===== src/rtl/pktz_pkg.sv =====
package pktz_pkg;
  typedef enum logic {
    ST_IDLE = 1'b0,
    ST_RUN  = 1'b1
  } pktz_state_e;
endpackage


===== src/rtl/pktz_keep.sv =====
module pktz_keep #(
  parameter int BYTES = 4,
  parameter int OFS_W = 2
) (
  input  logic [OFS_W-1:0] tail_i,
  input  logic             final_i,
  output logic [BYTES-1:0] keep_o
);
  logic full_tail;
  assign full_tail = (tail_i == '0);

  for (genvar i = 0; i < BYTES; i++) begin : g_lane
    assign keep_o[i] = !final_i || full_tail || (OFS_W'(i) < tail_i);
  end
endmodule


===== src/rtl/pktz_ctrl.sv =====
module pktz_ctrl
  import pktz_pkg::*;
#(
  parameter int LEN_W = 8,
  parameter int BYTES = 4,
  parameter int OFS_W = 2
) (
  input  logic             clk_i,
  input  logic             rst_ni,
  input  logic             cmd_valid_i,
  input  logic [LEN_W-1:0] cmd_len_i,
  input  logic             take_i,
  input  logic             done_i,
  output logic             cmd_ready_o,
  output logic             err_o,
  output logic             run_o,
  output logic             more_o,
  output logic             final_o,
  output logic [OFS_W-1:0] tail_o
);
  localparam int SHIFT = (BYTES > 1) ? $clog2(BYTES) : 0;

  pktz_state_e      state_q;
  logic [LEN_W-1:0] beats_q;
  logic [OFS_W-1:0] tail_q;
  logic             err_q;
  logic [LEN_W:0]   len_up;
  logic [LEN_W-1:0] beats_d;
  logic [OFS_W-1:0] tail_d;
  logic             accept;

  // widened so the round-up cannot wrap at the top of the length range
  assign len_up  = {1'b0, cmd_len_i} + (LEN_W+1)'(BYTES - 1);
  assign beats_d = LEN_W'(len_up >> SHIFT);

  if (BYTES > 1) begin : g_tail
    assign tail_d = cmd_len_i[OFS_W-1:0];
  end else begin : g_no_tail
    assign tail_d = '0;
  end

  assign cmd_ready_o = (state_q == ST_IDLE);
  assign accept      = cmd_ready_o && cmd_valid_i;

  always_ff @(posedge clk_i or negedge rst_ni) begin
    if (!rst_ni) begin
      state_q <= ST_IDLE;
      beats_q <= '0;
      tail_q  <= '0;
      err_q   <= 1'b0;
    end else begin
      err_q <= accept && (cmd_len_i == '0);
      case (state_q)
        ST_IDLE: begin
          if (accept && (cmd_len_i != '0)) begin
            state_q <= ST_RUN;
            beats_q <= beats_d;
            tail_q  <= tail_d;
          end
        end
        ST_RUN: begin
          if (take_i) beats_q <= beats_q - 1'b1;
          if (done_i) state_q <= ST_IDLE;
        end
        default: state_q <= ST_IDLE;
      endcase
    end
  end

  assign err_o   = err_q;
  assign run_o   = (state_q == ST_RUN);
  assign more_o  = run_o && (beats_q != '0);
  assign final_o = (beats_q == LEN_W'(1));
  assign tail_o  = tail_q;

  a_r1_take_within_budget: assert property (@(posedge clk_i) disable iff (!rst_ni)
    take_i |-> more_o);
  a_r8_err_keeps_idle: assert property (@(posedge clk_i) disable iff (!rst_ni)
    err_o |-> !run_o);
  a_r9_done_returns_idle: assert property (@(posedge clk_i) disable iff (!rst_ni)
    done_i |=> cmd_ready_o);
endmodule


===== src/rtl/pktz_out.sv =====
module pktz_out #(
  parameter int DATA_W = 32,
  parameter int BYTES  = 4
) (
  input  logic              clk_i,
  input  logic              rst_ni,
  input  logic              load_i,
  input  logic [DATA_W-1:0] data_i,
  input  logic [BYTES-1:0]  keep_i,
  input  logic              last_i,
  input  logic              tready_i,
  output logic              tvalid_o,
  output logic [DATA_W-1:0] tdata_o,
  output logic [BYTES-1:0]  tkeep_o,
  output logic              tlast_o
);
  always_ff @(posedge clk_i or negedge rst_ni) begin
    if (!rst_ni) begin
      tvalid_o <= 1'b0;
      tdata_o  <= '0;
      tkeep_o  <= '0;
      tlast_o  <= 1'b0;
    end else begin
      if (load_i) begin
        tvalid_o <= 1'b1;
        tdata_o  <= data_i;
        tkeep_o  <= keep_i;
        tlast_o  <= last_i;
      end else if (tready_i) begin
        tvalid_o <= 1'b0;
      end
    end
  end

  a_r7_hold_under_stall: assert property (@(posedge clk_i) disable iff (!rst_ni)
    (tvalid_o && !tready_i) |=> (tvalid_o && $stable(tdata_o) && $stable(tkeep_o) && $stable(tlast_o)));
  a_r3_full_keep_mid: assert property (@(posedge clk_i) disable iff (!rst_ni)
    (tvalid_o && !tlast_o) |-> (tkeep_o == '1));
  a_r4_keep_contiguous: assert property (@(posedge clk_i) disable iff (!rst_ni)
    tvalid_o |-> ((tkeep_o != '0) && ((tkeep_o & (tkeep_o + 1'b1)) == '0)));
endmodule


===== src/rtl/stream_packetizer.sv =====
module stream_packetizer #(
  parameter int DATA_W = 32,
  parameter int LEN_W  = 8
) (
  input  logic                clk_i,
  input  logic                rst_ni,
  input  logic                cmd_valid_i,
  output logic                cmd_ready_o,
  input  logic [LEN_W-1:0]    cmd_len_i,
  output logic                err_o,
  input  logic                src_valid_i,
  output logic                src_ready_o,
  input  logic [DATA_W-1:0]   src_data_i,
  output logic                m_tvalid_o,
  input  logic                m_tready_i,
  output logic [DATA_W-1:0]   m_tdata_o,
  output logic [DATA_W/8-1:0] m_tkeep_o,
  output logic                m_tlast_o
);
  localparam int BYTES = DATA_W / 8;
  localparam int OFS_W = (BYTES > 1) ? $clog2(BYTES) : 1;

  logic             run, more, final_beat, take, done;
  logic [OFS_W-1:0] tail;
  logic [BYTES-1:0] keep;

  assign src_ready_o = more && (!m_tvalid_o || m_tready_i);
  assign take        = src_ready_o && src_valid_i;
  assign done        = m_tvalid_o && m_tready_i && m_tlast_o;

  pktz_ctrl #(.LEN_W(LEN_W), .BYTES(BYTES), .OFS_W(OFS_W)) u_ctrl (
    .clk_i       (clk_i),
    .rst_ni      (rst_ni),
    .cmd_valid_i (cmd_valid_i),
    .cmd_len_i   (cmd_len_i),
    .take_i      (take),
    .done_i      (done),
    .cmd_ready_o (cmd_ready_o),
    .err_o       (err_o),
    .run_o       (run),
    .more_o      (more),
    .final_o     (final_beat),
    .tail_o      (tail)
  );

  pktz_keep #(.BYTES(BYTES), .OFS_W(OFS_W)) u_keep (
    .tail_i  (tail),
    .final_i (final_beat),
    .keep_o  (keep)
  );

  pktz_out #(.DATA_W(DATA_W), .BYTES(BYTES)) u_out (
    .clk_i    (clk_i),
    .rst_ni   (rst_ni),
    .load_i   (take),
    .data_i   (src_data_i),
    .keep_i   (keep),
    .last_i   (final_beat),
    .tready_i (m_tready_i),
    .tvalid_o (m_tvalid_o),
    .tdata_o  (m_tdata_o),
    .tkeep_o  (m_tkeep_o),
    .tlast_o  (m_tlast_o)
  );

  a_r6_quiet_when_idle: assert property (@(posedge clk_i) disable iff (!rst_ni)
    !run |-> (!m_tvalid_o && !src_ready_o));
  a_r2_last_ends_run: assert property (@(posedge clk_i) disable iff (!rst_ni)
    done |=> !m_tvalid_o);
endmodule


===== config.mk =====
export PLATFORM = sky130hd
export DESIGN_NAME = stream_packetizer
export DESIGN_NICKNAME = d
export VERILOG_FILES = /design/src/rtl/pktz_pkg.sv /design/src/rtl/pktz_keep.sv /design/src/rtl/pktz_ctrl.sv /design/src/rtl/pktz_out.sv /design/src/rtl/stream_packetizer.sv
export SDC_FILE = /design/constraint.sdc
export NUM_CORES = 1
export LEC_CHECK = 0
export ABC_CLOCK_PERIOD_IN_PS = 1980
export BUFFER_PORTS_ARGS = -buffer_cell sky130_fd_sc_hd__buf_2
export CAP_MARGIN = 5
export CORE_MARGIN = 2
export CORE_UTILIZATION = 44
export CTS_CLUSTER_DIAMETER = 80
export DETAILED_ROUTE_END_ITERATION = 6
export GPL_TIMING_DRIVEN = 0
export PLACE_DENSITY = 0.78
export SLEW_MARGIN = 20
export SYNTH_ARGS = -nofsm -noshare
export SYNTH_HDL_FRONTEND = slang
export SYNTH_SLANG_ARGS = --single-unit

===== constraint.sdc =====
create_clock -name clk_i -period 1.98 [get_ports clk_i]
set_clock_uncertainty 0.1 [all_clocks]
set_input_delay 0.099 -clock clk_i [delete_from_list [all_inputs] [get_ports clk_i]]
set_output_delay 0.099 -clock clk_i [all_outputs]
set_load 0.02 [all_outputs]

==> flow_summary_export.csv <==
group,metric,value,unit
cts,htree_levels,2,
timing,min_period,1940,ps
synthesis,yosysTopAreaCell,"dfrtp_1",
synthesis,synth_edf_count,0,
worst_hold_path,holdPathStages,3,
critical_path,cp.arrival,1740,ps
critical_path,slowest_delay,410,ps
layout,nFillCells,358,
cts,cts_buffers,5,
timing,grt_setup_unrepaired,"true",
timing,finalSetupViolCount,0,
grt,grt_use_met3,5.35,%
floorplanning,die_h,75.3,um
routing,wire_per_inst,14.5,um
cts,cts-root-buf,"clkbuf_8",
floorplanning,core_area,4820,um^2
timing,tightestPinTransition,476,ps
critical_path,reg2reg_to,"u_out.tdata_o[18]",
synthesis,synth_nets,228,
critical_path,path_max_fanout,4,
routing,drtPass1Iterations,4,
routing,vias,1906,
layout,diodes,0,
synthesis,synthSimpleGateAreaFrac,11.4,%
critical_path,crit_chain,"inv_2, ha_4, nor4b_4, a211oi_4, buf_6, buf_6, buf_6",
synthesis,yosysSeqAreaShare,56.0,%
layout,drive_above_1_share,48.3,%
critical_path,r2r_start,"u_ctrl.beats_q[0]",
synthesis,synth_top_area_share,56.0,%
synthesis,syn_avg_cell_area,12.4,um^2
synthesis,synth_fa_ha_area_share,1.68,%
routing,via_per_inst,4.91,
layout,fin_area,3410,um^2
grt,grt-busiest-layer,"met2",
place,hpwl,3530,um
pwr,p_per_area,1280,nW/um^2
timing,maxSlewHeadroom,68.2,%
cts,cts_tree,"done",
synthesis,yosysWarnings,0,
synthesis,ys_ff_latch,50,
layout,area_delta_synth_final,52.6,%
floorplanning,row_count,25,
routing,drc,0,
floorplanning,ios,86,
routing,drtAntennaViolNets,0,
place,placed_cell_area,2810,um^2
routing,drt_iter0_drc,73,
synthesis,synth_most_common_cell,"dfrtp_1",
grt,grt_max_degree,25,
place,dp_cells,334,
grt,use_met2,37.0,%
grt,grt_use_met1,23.1,%
grt,grt_pass1_wl,8560,um
place,port_buffers,85,
critical_path,crit_top_cell,"buf_6",
critical_path,critPathCaptureType,"output pin",
layout,nets,369,
cts,cts.sinks,50,
synthesis,synth_ff_type,"dfrtp_1",
critical_path,critPathSlowestCell,"dfrtp_1",
synthesis,synth.distinct_cells,37,
grt,antenna_found_initial,0,
synthesis,synthArstFlopShare,100,%
pwr,ir_worst_vdd,0.738,mV
status,status,"finished clean",
critical_path,required,1780,ps
timing,slew_viol_final,0,
worst_hold_path,hp-start,"m_tready_i",
critical_path,startpoint_type,"register",
synthesis,synth_common_cells,"50 x dfrtp_1, 34 x mux2_2, 11 x nand2_1, 11 x o21ai_0, 9 x nor2_1",
worst_hold_path,hold_class,"in -> reg",
synthesis,syn_area,2230,um^2
synthesis,synth-xor-area-share,2.74,%
grt,track_usage,20.1,%
floorplanning,die-area,5660,um^2
floorplanning,initial_core_util,46.4,%
routing,wirelength,5620,um
synthesis,synth_top_family_by_area,"multiplexers",
place,gp_congestion,0.876,
critical_path,r2r_cells,7,
run,max_cap_viol_count,0,
pwr,leakage,1.57,nW
floorplanning,fp.dieW,75.3,um
cts,clock_path_buffers,2,
synthesis,synthTopCellsByArea,"dfrtp_1 56%, mux2_2 17%, xnor2_1 2.7%",
cts,path_clk_slew,90,ps
timing,hold_viol_final,0,
cts,clkLatencyLatePin,300,ps
grt,grt_pass1_vias,1935,
critical_path,r2r_setup_slack,70,ps
grt,overflow,0,
timing,timing.fmax,515,MHz
timing,post-route-period-util,98.1,%
timing,holdWs,13.7,ps
synthesis,synth-compound-area-share,7.73,%
synthesis,synthMuxAreaShare,17.6,%
layout,layoutNonFillerInstCount,388,
worst_hold_path,whs_endpoint,"u_ctrl.run_o",
critical_path,crit_type,"reg -> out",
synthesis,synthCells,180,
-- worst max-delay path by stage --
stage | endpoint | cells past startpoint | slack [ps] | from
floorplan | u_out.tdata_o[12] | 7 | -30 | u_ctrl.beats_q[0]
global placement | u_out.tdata_o[16] | 7 | -70 | u_ctrl.beats_q[0]
detailed placement | u_out.tdata_o[23] | 7 | -90 | u_ctrl.beats_q[1]
CTS | u_out.tdata_o[23] | 7 | -20 | u_ctrl.beats_q[0]
global route | src_ready_o | 7 | -10 | u_ctrl.beats_q[0]
finish | src_ready_o | 7 | 40 | u_ctrl.beats_q[0]
-- flip-flops by register name (all words and copies together), names as in the netlist --
signal          cells
u_ctrl.tail_o       2
u_ctrl.run_o        1
u_out.tlast_o       1
u_out.tvalid_o      1
u_ctrl.err_o        1
u_out.tkeep_o       4
u_out.tdata_o      32
u_ctrl.beats_q      8
-- repair_timing --
| item | CTS | global route |
|---|---|---|
| setup buffers | 3 | 7 |
| pin swaps | 1 | 4 |
| gates resized for setup | 5 | 15 |
| endpoints found under the setup margin | 40 | 45 |
| hold endpoints to repair | 68 | 0 |
| hold buffers | 37 | 0 |
-- layer usage --
layer	vias up	part of all wire, %
met3	8	6.3
met1	913	42
li1	922	-
met4	0	1.1
met5	-	0
met2	63	50
-- report_power, final --
group          leakage [nW]  switching (mW)  internal, mW
Clock                0.0444           0.339         0.245
Sequential            0.581           0.249          1.38
Combinational         0.949            1.13          1.04
-- layout make-up --
cell class	count	area [um^2]	share of cell area, %
Sequential cell	50	1250	36.7
Multi-Input combinational cell	118	967	28.4
Timing Repair Buffer	134	943	27.7
Tap cell	67	83.8	2.46
Clock buffer	5	68.8	2.02
Buffer	7	62.6	1.83
Inverter	5	18.8	0.550
Clock inverter	2	13.8	0.404
-- placed cells by master, fill, tap and decap left out, drive strengths merged, types with 2 or more instances in the layout --
cell type	count
o21ai	11
nand2	12
nand3	8
nand2b	3
a21oi	6
dfrtp	50
dlygate4sd3	37
clkbuf	6
xnor2	7
inv	6
a211oi	2
or3	2
nor3b	2
nor2	9
buf	102
nor3	4
mux2	34
nand4	2
ha	3
-- worst max-delay path: cells and delay by family (launching register included) --
family	cells	cell delay, ps
and+or+nand+nor	1	130
adders and majority gates	1	150
DFF	1	410
AOI/OAI and AO/OA	1	310
buffers and inverters	4	430
-- metrics by stage --
stage / util [%] / setup WS (ps) / power (mW) / TNS [ps]
3_3_place_gp: 57.3 / -71.5 / 3.40 / -1360
4_1_cts: 68.6 / -22.9 / 4.19 / -257
3_5_place_dp: 58.4 / -85.4 / 3.48 / -1590
5_1_grt: 70.8 / -13.9 / 4.67 / -26.7
6_report: 70.8 / 37.9 / 4.38 / 0
2_1_floorplan: - / -31.8 / 2.90 / -636
-- cell families (layout without fill, tap and decap cells) --
family          Yosys count  in the layout
buf+inv                  12            153
flops                    50             50
simple gates             47             47
mux                      35             35
fa+ha+maj                 3              3
compound gates           26             26
xor+xnor                  7              7
No activity file was read; power rests on OpenSTA's default activity.
